===== config.mk =====
export PLATFORM = sky130hd
export DESIGN_NAME = rx_burst_dma
export DESIGN_NICKNAME = d
export VERILOG_FILES = /design/src/rtl/rxd_pkg.sv /design/src/rtl/rxd_addr_track.sv /design/src/rtl/rxd_be_gen.sv /design/src/rtl/rxd_lat_timer.sv /design/src/rtl/rx_burst_dma.sv
export SDC_FILE = /design/constraint.sdc
export NUM_CORES = 1
export LEC_CHECK = 0
export CORE_ASPECT_RATIO = 2
export CORE_MARGIN = 1
export CORE_UTILIZATION = 49
export CTS_BUF_LIST = sky130_fd_sc_hd__clkbuf_4 sky130_fd_sc_hd__clkbuf_8
export CTS_CLUSTER_SIZE = 30
export DETAILED_ROUTE_END_ITERATION = 6
export PLACE_DENSITY_LB_ADDON = 0.15
export SLEW_MARGIN = 20
export SYNTH_ARGS = -nofsm -noshare
export SYNTH_HDL_FRONTEND = slang
export SYNTH_SLANG_ARGS = --single-unit

===== constraint.sdc =====
create_clock -name clk_i -period 4.3 [get_ports clk_i]
set_input_delay 0.645 -clock clk_i [delete_from_list [all_inputs] [get_ports clk_i]]
set_output_delay 0.645 -clock clk_i [all_outputs]
set_load 0.05 [all_outputs]

===== src/rtl/rxd_pkg.sv =====
package rxd_pkg;
  typedef enum logic [2:0] {
    S_IDLE,
    S_WAIT,
    S_REQ,
    S_ADDR,
    S_DATA,
    S_TURN
  } rxd_state_e;

  localparam logic [3:0] CMD_MEM_WR = 4'b0111;
endpackage


===== src/rtl/rxd_addr_track.sv =====
module rxd_addr_track #(
  parameter int AD_W  = 32,
  parameter int LEN_W = 16,
  localparam int BE_W  = AD_W / 8,
  localparam int OFF_W = $clog2(BE_W),
  localparam int REM_W = LEN_W + 1
) (
  input  logic             clk_i,
  input  logic             rst_ni,
  input  logic             load_i,
  input  logic [AD_W-1:0]  base_i,
  input  logic [LEN_W-1:0] len_i,
  input  logic             adv_i,
  output logic [AD_W-1:0]  cur_addr_o,
  output logic [REM_W-1:0] rem_o,
  output logic             first_o,
  output logic             last_o,
  output logic [OFF_W-1:0] off_o,
  output logic [OFF_W-1:0] end_off_o
);
  logic [AD_W-1:0]  base_q;
  logic [REM_W-1:0] idx_q, rem_q;
  logic [OFF_W-1:0] off_q, eo_q;
  logic [REM_W-1:0] span;

  assign span = REM_W'(len_i) + REM_W'(base_i[OFF_W-1:0]);

  always_ff @(posedge clk_i or negedge rst_ni) begin
    if (!rst_ni) begin
      base_q <= '0;
      idx_q  <= '0;
      rem_q  <= '0;
      off_q  <= '0;
      eo_q   <= '0;
    end else if (load_i) begin
      base_q <= {base_i[AD_W-1:OFF_W], {OFF_W{1'b0}}};
      off_q  <= base_i[OFF_W-1:0];
      eo_q   <= OFF_W'(span - REM_W'(1));
      rem_q  <= (span + REM_W'(BE_W - 1)) >> OFF_W;
      idx_q  <= '0;
    end else if (adv_i) begin
      idx_q <= idx_q + REM_W'(1);
      rem_q <= rem_q - REM_W'(1);
    end
  end

  assign cur_addr_o = base_q + (AD_W'(idx_q) << OFF_W);
  assign rem_o      = rem_q;
  assign first_o    = (idx_q == '0);
  assign last_o     = (rem_q == REM_W'(1));
  assign off_o      = off_q;
  assign end_off_o  = eo_q;

  a_r4_no_underflow: assert property (@(posedge clk_i) disable iff (!rst_ni)
    adv_i |-> (rem_q != '0));
endmodule


===== src/rtl/rxd_be_gen.sv =====
module rxd_be_gen #(
  parameter int BE_W = 4,
  localparam int OFF_W = $clog2(BE_W)
) (
  input  logic             first_i,
  input  logic             last_i,
  input  logic [OFF_W-1:0] off_i,
  input  logic [OFF_W-1:0] end_off_i,
  output logic [BE_W-1:0]  cbe_no
);
  for (genvar l = 0; l < BE_W; l++) begin : g_lane
    logic lo_ok, hi_ok;
    assign lo_ok     = !first_i || (OFF_W'(l) >= off_i);
    assign hi_ok     = !last_i  || (OFF_W'(l) <= end_off_i);
    assign cbe_no[l] = !(lo_ok && hi_ok);
  end
endmodule


===== src/rtl/rxd_lat_timer.sv =====
module rxd_lat_timer #(
  parameter int LAT_W = 8
) (
  input  logic             clk_i,
  input  logic             rst_ni,
  input  logic             load_i,
  input  logic [LAT_W-1:0] val_i,
  input  logic             run_i,
  output logic             expired_o
);
  logic [LAT_W-1:0] cnt_q;

  always_ff @(posedge clk_i or negedge rst_ni) begin
    if (!rst_ni)                     cnt_q <= '0;
    else if (load_i)                 cnt_q <= val_i;
    else if (run_i && cnt_q != '0)   cnt_q <= cnt_q - LAT_W'(1);
  end

  assign expired_o = (cnt_q == '0);
endmodule


===== src/rtl/rx_burst_dma.sv =====
module rx_burst_dma
  import rxd_pkg::*;
#(
  parameter int AD_W  = 32,
  parameter int LEN_W = 16,
  parameter int CNT_W = 8,
  parameter int LAT_W = 8,
  localparam int BE_W  = AD_W / 8,
  localparam int OFF_W = $clog2(BE_W),
  localparam int REM_W = LEN_W + 1,
  localparam int CMP_W = ((CNT_W > REM_W) ? CNT_W : REM_W) + 1
) (
  input  logic             clk_i,
  input  logic             rst_ni,
  input  logic             start_i,
  input  logic [AD_W-1:0]  buf_addr_i,
  input  logic [LEN_W-1:0] buf_len_i,
  input  logic [CNT_W-1:0] low_wm_i,
  input  logic [LAT_W-1:0] lat_init_i,
  input  logic [AD_W-1:0]  fifo_data_i,
  input  logic [CNT_W-1:0] fifo_count_i,
  output logic             fifo_rd_o,
  output logic             req_o,
  input  logic             gnt_i,
  output logic             frame_o,
  output logic             irdy_o,
  input  logic             trdy_i,
  output logic [AD_W-1:0]  ad_o,
  output logic [BE_W-1:0]  cbe_o,
  output logic             done_o,
  output logic [LEN_W-1:0] byte_cnt_o
);
  rxd_state_e state_q, state_d;
  logic             stop_q, stop_c;
  logic [LEN_W-1:0] len_q;
  logic [AD_W-1:0]  cur_addr;
  logic [REM_W-1:0] rem;
  logic             first_dw, last_dw;
  logic [OFF_W-1:0] off, end_off;
  logic [BE_W-1:0]  be_n;
  logic             lat_expired, lat_load;
  logic [CMP_W-1:0] cnt_x, lw_x, rem_x;
  logic             above_wm, have_tail, wm_hit;
  logic             load;

  assign cnt_x     = CMP_W'(fifo_count_i);
  assign lw_x      = CMP_W'(low_wm_i);
  assign rem_x     = CMP_W'(rem);
  assign above_wm  = cnt_x > lw_x;
  assign have_tail = cnt_x >= rem_x;
  assign wm_hit    = (cnt_x <= lw_x + CMP_W'(1)) && !have_tail;

  assign load     = (state_q == S_IDLE) && start_i;
  assign lat_load = (state_q == S_REQ) && gnt_i;

  // final phase of a burst; sticky via stop_q so frame never reasserts
  assign stop_c = stop_q || last_dw || wm_hit || (!gnt_i && lat_expired);

  rxd_addr_track #(.AD_W(AD_W), .LEN_W(LEN_W)) u_track (
    .clk_i      (clk_i),
    .rst_ni     (rst_ni),
    .load_i     (load),
    .base_i     (buf_addr_i),
    .len_i      (buf_len_i),
    .adv_i      (fifo_rd_o),
    .cur_addr_o (cur_addr),
    .rem_o      (rem),
    .first_o    (first_dw),
    .last_o     (last_dw),
    .off_o      (off),
    .end_off_o  (end_off)
  );

  rxd_be_gen #(.BE_W(BE_W)) u_be (
    .first_i   (first_dw),
    .last_i    (last_dw),
    .off_i     (off),
    .end_off_i (end_off),
    .cbe_no    (be_n)
  );

  rxd_lat_timer #(.LAT_W(LAT_W)) u_lat (
    .clk_i     (clk_i),
    .rst_ni    (rst_ni),
    .load_i    (lat_load),
    .val_i     (lat_init_i),
    .run_i     (state_q == S_ADDR || state_q == S_DATA),
    .expired_o (lat_expired)
  );

  always_comb begin
    state_d = state_q;
    unique case (state_q)
      S_IDLE: if (start_i) state_d = S_WAIT;
      S_WAIT: begin
        if (rem == '0)                  state_d = S_IDLE;
        else if (above_wm || have_tail) state_d = S_REQ;
      end
      S_REQ:  if (gnt_i) state_d = S_ADDR;
      S_ADDR: state_d = S_DATA;
      S_DATA: if (trdy_i && stop_c) state_d = S_TURN;
      S_TURN: state_d = S_WAIT;
      default: state_d = S_IDLE;
    endcase
  end

  always_ff @(posedge clk_i or negedge rst_ni) begin
    if (!rst_ni) begin
      state_q <= S_IDLE;
      stop_q  <= 1'b0;
      len_q   <= '0;
    end else begin
      state_q <= state_d;
      if (load) len_q <= buf_len_i;
      if (state_q == S_ADDR)      stop_q <= 1'b0;
      else if (state_q == S_DATA) stop_q <= stop_c;
    end
  end

  always_comb begin
    ad_o  = '0;
    cbe_o = '1;
    unique case (state_q)
      S_ADDR: begin
        ad_o  = cur_addr;
        cbe_o = CMD_MEM_WR;
      end
      S_DATA: begin
        ad_o  = fifo_data_i;
        cbe_o = be_n;
      end
      default: ;
    endcase
  end

  assign req_o      = (state_q == S_REQ);
  assign frame_o    = (state_q == S_ADDR) || (state_q == S_DATA && !stop_c);
  assign irdy_o     = (state_q == S_DATA);
  assign fifo_rd_o  = (state_q == S_DATA) && trdy_i;
  assign done_o     = (state_q == S_WAIT) && (rem == '0);
  assign byte_cnt_o = len_q;

  a_r8_frame_before_irdy: assert property (@(posedge clk_i) disable iff (!rst_ni)
    $fell(frame_o) |-> irdy_o);

  a_r12_release: assert property (@(posedge clk_i) disable iff (!rst_ni)
    (fifo_rd_o && !frame_o) |=> (!irdy_o && !frame_o && !req_o));

  a_r2_wait_hold: assert property (@(posedge clk_i) disable iff (!rst_ni)
    (irdy_o && !trdy_i) |=> (irdy_o && $stable(cbe_o)));

  a_r1_after_grant: assert property (@(posedge clk_i) disable iff (!rst_ni)
    (frame_o && !irdy_o) |-> ($past(gnt_i) && $past(req_o)));
endmodule


==> metrics.md, run 1 <==
| Metric | Value |
|---|---|
| Yosys reg bits | 96 |
| Crit path cell chain | ha_1 > fa_1 > a21oi_1 > nand4b_1 > a21boi_1 > o31a_1 > o21a_1 > or3_1 > a32o_1 > dlygate4sd2_1 |
| CTS tree | yes |
| Standard-cell rows | 62 |
| Final min period | 4090 ps |
| Vias in the first global route | roughly 7000 |
| Die boundary height | 173 um |
| Crit path to | ad_o[12] |
| Max-slew violation count | 0 |
| Slew HR | 0.466 |
| Die area | 15100 um2 |
| Post-synth top cells | nand2_1, dfrtp_1, nor2_1, ha_1, o21ai_0 |
| Initial DRT Pass Iterations | 4 |
| Yosys top cell area share | 0.335 |
| Detail Route Antenna Nets | 0 |
| Maximum VDD drop | between 0.0003 and 0.0004 V |
| Initial Utilization | 0.499 |
| Chip width | 87.5 um |
| Crit path from | u_track.idx_q[0] |
| Worst Path Buf+Inv | 1 |
| Initial antenna violation count | 0 |
| FF-to-FF setup slack | 1630 ps |
| DRT iter0 DRCs | 286 |
| Worst min path class | in2async |
| Drt wl/cell | between 15 and 20 um |
| Syn avg cell area | a little under 8 um2 |
| Core box area | 14400 um2 |
| Setup crit end kind | output pin |
| H-Tree Level Count | 3 |
| Post-synth EDFFs | 0 |
| Levels on crit path | 10 |
| Slew @ Worst Pin | between 800 and 900 ps |
| Final net count | 1216 |
| Yosys warns | 0 |
| Final hold vios | 0 |
| Setup TNS Final | 0 ps |
| Maximum root-to-sink buffer count | 2 |
| Final Cell Area | 9220 um2 |
| Slowest stage cell on the critical path | dfrtp_1 |
| Number of vias per cell | 5.55 |
| Register area share after synthesis | 0.335 |
| Crit path DAT | 3440 ps |
| PortBufs | between 150 and 200 |
| Reg2Reg Depth | 9 |
| Synth async-reset ratio | 1.00 |
| Yosys top cell by area | dfrtp_1 |
| Fmax | 0.245 GHz |
| Top_reg_cell synth | dfrtp_1 |
| Postcts setup bufs | 0 |
| CP startpoint kind | register |
| Post-Syn Instances | 902 |
| TritonCTS Sinks | 96 |
| Ports | 166 |
| Hold buffer count at CTS | 0 |
| Largest stage delay, worst path | roughly 440 ps |
| Placed instance area | 8990 um2 |
| Required @ worst endpoint | ~3700 ps |
| Status | completed |
| Post-DP HPWL | 15900 um |
| Pin count of the biggest net entering global routing | 72 |
| Period utilisation layout | 0.950 |
| CTS clk-pin slew, worst paths | approximately 90 ps |
| Worst Path Max Fanout | 6 |
| DRC Markers | 0 |
| Most frequent cell after synthesis | nand2_1 |
| Mapped Area | ~7200 um2 |
| Clock insertion delay at the later pin of the skew report | 370 ps |
| Final WL | 20500 um |
| Syn-to-layout area delta | 28.6% |
| RSZ-0062 raised after global routing | false |
| Gr usage total | 0.281 |
| Post-synthesis cell type count | 72 |
| Total gr overflow | 0 |
| RD Place Congestion | 0.979 |
| Largest cells by area after synthesis | dfrtp_1, nand2_1, ha_1 |
| LEAKAGE | 4.24 nW |
| Layout cells sized above 1 | 0.0491 |
| Synthesized Nets | around 1100 |
| Worst R2R Start | state_q[2] |
| Cell Pwr Density | 537 nW/um2 |
| Largest delay share family, worst path | compound AO/OA/AOI/OAI gates |
| Reg2reg end | u_track.idx_q[16] |
| Fin Hold WS | 236 ps |
| Max-capacitance violation count | 0 |
| Skew final | 10.1 ps |
| WS Path Type | reg2out |
| Final setup fails | 0 |
| Via count | 6941 |
| Ant diodes | 0 |
| Global-route wire length before repair | roughly 33000 um |
| Clock buffer count from CTS | 9 |
| Root Driver | clkbuf_8 |
[worst min path at each step]
stage                   startpoint                 to  slack [ps]  cells after the start
global placement    byte_cnt_o[14]     byte_cnt_o[14]         460                      2
CTS                         rst_ni  u_track.base_q[9]         240                      1
floorplan                   rst_ni      byte_cnt_o[0]         350                      0
detailed placement   byte_cnt_o[3]      byte_cnt_o[3]         460                      2
finish                      rst_ni  u_track.base_q[9]         240                      1
global route                rst_ni  u_track.base_q[9]         260                      1
[state kept, by name (all words and copies together), names as in the netlist]
name / flops
u_track.base_q: 30
u_track.idx_q: 17
u_track.rem_o: 17
byte_cnt_o: 16
u_lat.cnt_q: 8
state_q: 3
u_track.end_off_o: 2
u_track.off_o: 2
stop_q: 1
[what timing repair did]
item / in CTS / in global routing
pin swaps: 0 / 0
endpoints found under the setup margin: 2 / 6
resized for setup: 2 / 6
[layout make-up]
| type | instances | area (um2) |
|---|---|---|
| Fill cell | 1318 | 5130 |
| Clock buffer | 12 | 165 |
| Timing Repair Buffer | 177 | 1730 |
| Sequential cell | 96 | 2400 |
| Clock inverter | 4 | 51.3 |
| Tap cell | 192 | 240 |
| Inverter | 37 | 139 |
| Multi-Input combinational cell | 733 | 4480 |
[power by group]
| group | switching [W] | internal [W] | leakage (nW) |
|---|---|---|---|
| clock | 0.000336 | 0.000317 | 0.109 |
| combinational | 0.00169 | 0.00101 | 2.92 |
| sequential | 0.000341 | 0.00126 | 1.21 |
[per-stage QoR]
step / total power, W / utilization / setup WS [ps] / std cells
finish: 0.00495 / 0.642 / 215 / 1251
global route: 0.00528 / 0.642 / 4.97 / 1251
CTS: 0.00498 / 0.641 / 100 / 1251
detailed placement: 0.00432 / 0.626 / 367 / 1235
global placement: 0.00427 / 0.626 / 395 / 1235
floorplan: 0.00343 / - / 426 / 902
[metal layers]
| layer | global-route usage | vias to the layer above | routed length, um |
|---|---|---|---|
| met5 | 0 | - | 0 |
| met3 | 0.0267 | 66 | 683 |
| met4 | 0.157 | 0 | 976 |
| met2 | 0.529 | 199 | 11400 |
| met1 | 0.292 | 3248 | 7450 |
| li1 | - | 3428 | - |
[cell families after synthesis]
family,count (synthesis),share of synthesized area
AOI/OAI and AO/OA,178,0.159
DFF,96,0.335
muxes,3,0.00419
adders and majority gates,53,0.0946
buffers and inverters,73,0.0398
xor gates and xnor gates,79,0.0966
and+or+nand+nor,420,0.271
[worst reg2reg max path, cell delays in order, from the launching register on]
cell and delay (ps):
dfrtp_1 540, nor3b_4 300, nand2_1 280, inv_2 290, and3_1 290, nand3_1 170
nor2b_1 300, nand4_1 150, xor2_1 160, nor2_1 60
[cell usage in the layout (no fill, tap or decap), types with 5 or more instances in the layout]
master / n
a211oi_1: 5
a21boi_1: 5
a21o_1: 10
a21oi_1: 35
and2_1: 5
and3_1: 9
buf_4: 24
clkbuf_8: 12
clkdlybuf4s50_1: 144
dfrtp_1: 96
dlymetal6s2s_1: 6
ha_1: 51
inv_1: 36
nand2_1: 230
nand3_1: 25
nand4_1: 18
nor2_1: 59
nor2b_1: 7
nor3_1: 15
nor4_1: 17
o21a_1: 8
o21ai_0: 51
o21ai_1: 14
o31ai_1: 5
xnor2_1: 45
xor2_1: 34
Power figures use the tool's default switching activity.
==> run 2, diff against run 1 <==
--- a/config.mk
+++ b/config.mk
@@ -6,7 +6,6 @@
 export NUM_CORES = 1
 export LEC_CHECK = 0
 export CORE_ASPECT_RATIO = 2
-export CORE_MARGIN = 1
 export CORE_UTILIZATION = 49
 export CTS_BUF_LIST = sky130_fd_sc_hd__clkbuf_4 sky130_fd_sc_hd__clkbuf_8
 export CTS_CLUSTER_SIZE = 30
==> results of run 2 <==
Final layout, timing and power as in run 1 (identical DEF).
